[src/rtl/dsi_pkt_builder.sv]
module dsi_pkt_builder #(
  parameter int VC_W  = 2,
  parameter int DT_W  = 6,
  parameter int LEN_W = 16
) (
  input  logic               clk,
  input  logic               rst_n,
  input  logic               start,
  input  logic [VC_W-1:0]    pkt_vc,
  input  logic [DT_W-1:0]    pkt_type,
  input  logic [LEN_W-1:0]   pkt_len,
  input  logic               pkt_long,
  input  logic               in_valid,
  input  logic [7:0]         in_data,
  output logic               in_ready,
  output logic               busy,
  output logic               word_valid,
  output logic [31:0]        word_data,
  output logic               done,
  output logic [LEN_W:0]     total_bytes
);
  localparam int HDR_W = VC_W + DT_W + LEN_W;
  localparam int TOT_W = LEN_W + 1;

  typedef enum logic [1:0] {S_IDLE, S_PAY, S_CS_LO, S_CS_HI} st_t;

  st_t              st;
  logic [LEN_W-1:0] remain;
  logic [15:0]      crc;
  logic [31:0]      acc;
  logic [1:0]       lane;

  function automatic logic [5:0] ecc_sig(input int i);
    case (i)
      0: return 6'h07;   1: return 6'h0b;   2: return 6'h0d;   3: return 6'h0e;
      4: return 6'h13;   5: return 6'h15;   6: return 6'h16;   7: return 6'h19;
      8: return 6'h1a;   9: return 6'h1c;  10: return 6'h23;  11: return 6'h25;
     12: return 6'h26;  13: return 6'h29;  14: return 6'h2a;  15: return 6'h2c;
     16: return 6'h31;  17: return 6'h32;  18: return 6'h34;  19: return 6'h38;
     20: return 6'h1f;  21: return 6'h2f;  22: return 6'h37;  default: return 6'h3b;
    endcase
  endfunction

  function automatic logic [15:0] crc_byte(input logic [15:0] c_in, input logic [7:0] b);
    logic [15:0] c;
    c = c_in;
    for (int k = 0; k < 8; k++)
      c = (c[0] ^ b[k]) ? ((c >> 1) ^ 16'h8408) : (c >> 1);
    return c;
  endfunction

  logic [HDR_W-1:0] hdr;
  logic [5:0]       ecc;
  assign hdr = {pkt_len, pkt_vc, pkt_type};

  always_comb begin
    ecc = '0;
    for (int i = 0; i < HDR_W; i++)
      if (hdr[i]) ecc = ecc ^ ecc_sig(i);
  end

  logic        take, feed, flush, last_byte;
  logic [7:0]  fbyte;
  logic [31:0] acc_nx;

  assign in_ready  = (st == S_PAY);
  assign busy      = (st != S_IDLE);
  assign take      = in_ready && in_valid;
  assign feed      = take || st == S_CS_LO || st == S_CS_HI;
  assign last_byte = (st == S_CS_HI);
  assign fbyte     = (st == S_PAY) ? in_data : (st == S_CS_LO) ? crc[7:0] : crc[15:8];
  assign acc_nx    = acc | ({24'b0, fbyte} << {lane, 3'b000});
  assign flush     = feed && (lane == 2'd3 || last_byte);

  always_ff @(posedge clk) begin
    if (!rst_n) begin
      st          <= S_IDLE;
      remain      <= '0;
      crc         <= 16'hFFFF;
      acc         <= '0;
      lane        <= '0;
      word_valid  <= 1'b0;
      word_data   <= '0;
      done        <= 1'b0;
      total_bytes <= '0;
    end else begin
      word_valid <= 1'b0;
      done       <= 1'b0;
      case (st)
        S_IDLE: if (start) begin
          word_valid  <= 1'b1;
          word_data   <= {2'b00, ecc, hdr};
          done        <= !pkt_long;
          total_bytes <= pkt_long ? TOT_W'(pkt_len) + TOT_W'(6) : TOT_W'(4);
          crc         <= 16'hFFFF;
          acc         <= '0;
          lane        <= '0;
          remain      <= pkt_len;
          if (pkt_long) st <= (pkt_len == '0) ? S_CS_LO : S_PAY;
        end
        S_PAY: if (take) begin
          crc    <= crc_byte(crc, in_data);
          remain <= remain - 1'b1;
          if (remain == LEN_W'(1)) st <= S_CS_LO;
        end
        S_CS_LO: st <= S_CS_HI;
        default: begin
          st   <= S_IDLE;
          done <= 1'b1;
        end
      endcase
      if (feed) begin
        lane <= lane + 1'b1;
        acc  <= flush ? '0 : acc_nx;
        if (flush) begin
          word_valid <= 1'b1;
          word_data  <= acc_nx;
        end
        if (last_byte) lane <= '0;
      end
    end
  end

  AST_DONE_HAS_WORD: assert property (@(posedge clk) disable iff (!rst_n)
    done |-> word_valid);
  AST_READY_IMPLIES_BUSY: assert property (@(posedge clk) disable iff (!rst_n)
    in_ready |-> busy);
  AST_HEADER_FOLLOWS_START: assert property (@(posedge clk) disable iff (!rst_n)
    (start && !busy) |=> word_valid);
  AST_TOTAL_HELD: assert property (@(posedge clk) disable iff (!rst_n)
    busy |=> $stable(total_bytes));
  AST_BUSY_ENDS_IN_DONE: assert property (@(posedge clk) disable iff (!rst_n)
    busy |=> (busy || done));
  AST_SHORT_NO_READY: assert property (@(posedge clk) disable iff (!rst_n)
    (start && !busy && !pkt_long) |=> (!in_ready && done));
endmodule

[config.mk]
export PLATFORM = sky130hd
export DESIGN_NAME = dsi_pkt_builder
export DESIGN_NICKNAME = d
export VERILOG_FILES = /design/src/rtl/dsi_pkt_builder.sv
export SDC_FILE = /design/constraint.sdc
export NUM_CORES = 1
export LEC_CHECK = 0
export BUFFER_PORTS_ARGS = -buffer_cell sky130_fd_sc_hd__clkbuf_2
export CAP_MARGIN = 10
export CORE_MARGIN = 3
export CORE_UTILIZATION = 45
export CTS_BUF_LIST = sky130_fd_sc_hd__clkbuf_2 sky130_fd_sc_hd__clkbuf_4 sky130_fd_sc_hd__clkbuf_8
export DETAILED_ROUTE_END_ITERATION = 8
export GPL_TIMING_DRIVEN = 0
export PLACE_DENSITY = 0.65
export SLEW_MARGIN = 30
export SYNTH_ARGS = -nofsm -noshare
export SYNTH_HDL_FRONTEND = slang
export SYNTH_SLANG_ARGS = --single-unit
export TNS_END_PERCENT = 1
[constraint.sdc]
create_clock -name clk -period 4.9 [get_ports clk]
set_input_delay 0 -clock clk [delete_from_list [all_inputs] [get_ports clk]]
set_output_delay 0 -clock clk [all_outputs]
set_load 0.05 [all_outputs]
==> summary.md <==
| Metric | Value |
|---|---|
| Status | `complete, no violations` |
| Final critical-path required period | `2.91 ns` |
| Clk slew on worst S/H paths | `0.07 ns` |
| Filler Cell Count | `1,276` |
| Clock latency on the worst-skew pair | `between 0.4 and 0.5 ns` |
| Maximum clock insertion buffer count | `2` |
| Die area | `between 15,000 and 20,000 um^2` |
| Root buffer cell | `sky130_fd_sc_hd__clkbuf_8` |
| Resized Gates After CTS | `0` |
| GR Overflow Total | `0` |
| Number of flops mapped to enable cells by yosys | `0` |
| Post-synthesis instance area | `between 6000 and 7000 um^2` |
| IO Count | `90` |
| Post-layout instance count excluding filler cells | `1,055` |
| Leakage power figure | `~0.0029 uW` |
| Final #Nets | `about 900` |
| Vias in the first global route | `approximately 6,000` |
| Proportion of register bits with asynchronous set or reset after synthesis | `0` |
| Pin count of the biggest net entering global routing | `17` |
| Critical Path RT | `5.22 ns` |
| Worst Max-Slew Pin Slew | `roughly 0.98 ns` |
| Syn Area/Cell | `8.37 um^2` |
| HP Class | `in -> reg` |
| Global-route wire length before repair | `32,100 um` |
| Average wire per standard cell | `19.7 um` |
| Post-synth cell types | `56` |
| Global router's overall resource usage | `0.258` |
| Fmax | `about 0.34 GHz` |
| Seq/Total Area, Yosys | `0.373` |
| Kind of end point of the critical path | `flop` |
| Initial standard-cell utilization of the core | `0.471` |
| Layout cells sized above 1 | `0.131` |
| Final estimated routing congestion in global placement | `0.912` |
| Number of instances in the placed design | `1,015` |
| Maximum level of the CTS H-tree | `4` |
| Final cell utilization of the core | `0.550` |
| Category of the worst setup path launch point | `flop` |
| Final setup violation count | `0` |
| Std-Cell Rows | `42` |
| Y dimension of the die | `125 um` |
| Clock Skews | `0.0105 ns` |
| Initial antenna violation count | `0` |
| Final hold violations | `0` |
| Chip width | `around 130 um` |
| Floorplan core area | `13,600 um^2` |
| Worst Path Class, Setup | `reg -> reg` |
| Number of remaining DRC errors | `0` |
| Setup TNS | `0 ns` |
| IR Drop Worst-Case VDD | `approximately 0.33 mV` |
| Area growth from synthesis to final layout | `16.6%` |
| Vias | `6,394` |
| Register bit total from synthesis | `between 100 and 150` |
| Total length of routed wires | `roughly 21,000 um` |
| Number of antenna repair diodes | `0` |
| Total of warnings raised by yosys | `0` |
| Slew margin rel. | `0.344` |
| Synthesized netlist cell count | `764` |
| Initial DRC count | `659` |
| Synth Flop Type | `sky130_fd_sc_hd__dfxtp_1` |
| Tot Pwr | `4530 uW` |
| Worst slack, placed | `around 2.1 ns` |
| Unrepaired setup endpoints after global routing | `false` |
| Pwr dens | `approximately 610 nW/um^2` |
| Syn Nets | `813` |
| Clock sinks | `119` |
| Antenna Nets Post-Route | `0` |
| Portion of the clock cycle consumed by the worst path in the final layout | `0.593` |
| HPWL after DPL | `14,800 um` |
| Number of vias per cell after detailed routing | `between 6 and 7` |
| Port Buffer Count | `75` |
| TritonCTS clock tree | `done` |
| Number of post-CTS setup repair buffers | `0` |
| Data arrival time of the critical path | `approximately 3.2 ns` |
| CP max FO | `10` |
| Setup slack of the critical path after layout | `1.99 ns` |
| Number of max-slew violations in the final report | `0` |
| First-pass iteration count of the detailed router | `6` |
| TritonCTS Buffers | `17` |
| Maximum capacitance violations | `0` |
==> cell type report <==
class / count / area (um^2) / area share
multi-input cells: 560 / 3680 / 0.494
flip-flops and latches: 119 / 2380 / 0.320
repair buffers: 84 / 465 / 0.0624
clock buffers: 23 / 304 / 0.0408
plain buffers: 72 / 280 / 0.0376
well taps: 176 / 220 / 0.0295
clock inverters: 8 / 72.6 / 0.00973
inverters: 13 / 48.8 / 0.00655
==> state kept, by name (all words and copies together) (netlist names) <==
register and cells:
acc 32, word_data 32, total_bytes 17, crc 16, remain 16, lane 2, st 2, done 1
word_valid 1
==> cell families after synthesis <==
| family | share of synthesized area |
|---|---|
| compound gates | 0.228 |
| fa+ha+maj | 0.0235 |
| buf+inv | 0.0515 |
| xor+xnor | 0.133 |
| simple gates | 0.175 |
| mux | 0.0159 |
| flops | 0.373 |
==> Yosys cell counts, types with 3 or more instances <==
cell | n | area [um^2]
sky130_fd_sc_hd__and2_1 | 6 | 37.5
sky130_fd_sc_hd__ha_1 | 12 | 150
sky130_fd_sc_hd__o211ai_1 | 3 | 22.5
sky130_fd_sc_hd__inv_1 | 13 | 48.8
sky130_fd_sc_hd__a21o_1 | 6 | 45.0
sky130_fd_sc_hd__buf_1 | 7 | 26.3
sky130_fd_sc_hd__a31oi_1 | 6 | 37.5
sky130_fd_sc_hd__xnor3_1 | 12 | 270
sky130_fd_sc_hd__a311o_1 | 3 | 30.0
sky130_fd_sc_hd__a211oi_1 | 26 | 195
sky130_fd_sc_hd__nor2b_1 | 8 | 50.1
sky130_fd_sc_hd__clkbuf_1 | 62 | 233
sky130_fd_sc_hd__nor3_1 | 20 | 100
sky130_fd_sc_hd__dfxtp_1 | 119 | 2380
sky130_fd_sc_hd__o22ai_1 | 16 | 100
sky130_fd_sc_hd__mux2i_1 | 9 | 90.1
sky130_fd_sc_hd__a21oi_1 | 49 | 245
sky130_fd_sc_hd__a311oi_1 | 20 | 175
sky130_fd_sc_hd__nand4_1 | 9 | 56.3
sky130_fd_sc_hd__nand2_1 | 102 | 383
sky130_fd_sc_hd__o21ai_0 | 24 | 120
sky130_fd_sc_hd__nand3_1 | 10 | 50.1
sky130_fd_sc_hd__xnor2_1 | 45 | 394
sky130_fd_sc_hd__a22oi_1 | 34 | 255
sky130_fd_sc_hd__nor2_1 | 60 | 225
sky130_fd_sc_hd__xor2_1 | 16 | 140
sky130_fd_sc_hd__o21a_1 | 5 | 37.5
sky130_fd_sc_hd__o21ai_1 | 7 | 35.0
sky130_fd_sc_hd__and3_1 | 17 | 106
sky130_fd_sc_hd__nor4_1 | 4 | 25.0
==> layout by cell type, fill, tap and decap left out, types with 13 or more instances in the layout <==
cell type / synthesis / routed
sky130_fd_sc_hd__nor2_1: 60 / 60
sky130_fd_sc_hd__a22oi_1: 34 / 34
sky130_fd_sc_hd__o22ai_1: 16 / 16
sky130_fd_sc_hd__dfxtp_1: 119 / 119
sky130_fd_sc_hd__clkbuf_2: 0 / 75
sky130_fd_sc_hd__nor3_1: 20 / 20
sky130_fd_sc_hd__nand2_1: 102 / 102
sky130_fd_sc_hd__xnor2_1: 45 / 45
sky130_fd_sc_hd__a211oi_1: 26 / 26
sky130_fd_sc_hd__and3_1: 17 / 17
sky130_fd_sc_hd__clkbuf_8: 0 / 21
sky130_fd_sc_hd__o21ai_0: 24 / 23
sky130_fd_sc_hd__clkbuf_1: 62 / 62
sky130_fd_sc_hd__a21oi_1: 49 / 49
sky130_fd_sc_hd__inv_1: 13 / 13
sky130_fd_sc_hd__a311oi_1: 20 / 20
sky130_fd_sc_hd__xor2_1: 16 / 16
==> layer usage <==
metal,global-route usage,vias up,wire length (um)
met3,0.0657,54,1870
li1,-,2934,-
met2,0.414,330,9600
met5,0,-,0
met1,0.330,3076,8610
met4,0.114,0,700
==> final timing paths <==
check                   from              end  slack (ns)  depth (start not counted)
max                    st[1]           crc[4]        1.99                          9
min               pkt_len[0]   total_bytes[0]        0.04                          3
max reg2reg            st[1]           crc[4]        1.99                          9
min reg2reg  total_bytes[16]  total_bytes[16]        0.46                          2
==> critical path: stages, from the launching register on <==
cell and delay (ns):
sky130_fd_sc_hd__dfxtp_1 0.37, sky130_fd_sc_hd__inv_1 0.10, sky130_fd_sc_hd__ha_1 0.23, sky130_fd_sc_hd__clkbuf_1 0.41
sky130_fd_sc_hd__buf_1 0.43, sky130_fd_sc_hd__buf_1 0.45, sky130_fd_sc_hd__nand2_1 0.23, sky130_fd_sc_hd__clkbuf_1 0.29
sky130_fd_sc_hd__o22ai_1 0.19, sky130_fd_sc_hd__nand2_1 0.07
==> power by group <==
| group | internal, uW | leakage (uW) | switching, uW |
|---|---|---|---|
| logic | 732 | 0.00174 | 1620 |
| clock network | 459 | 0.000190 | 402 |
| registers | 1170 | 0.000971 | 153 |
| total | 2360 | 0.00291 | 2180 |
==> per-stage QoR <==
stage	hold WS (ns)	cell area [um^2]
2_1_floorplan	0.110	6390
6_report	0.0423	7450
3_3_place_gp	0.346	6990
3_5_place_dp	0.354	6990
5_1_grt	0.0413	7450
4_1_cts	0.0211	7450
==> what timing repair did <==
item,in CTS,in global routing
setup endpoints to repair,0,0
endpoints found under the hold margin,11,0
hold buffers,9,0
Power figures use the tool's default switching activity.
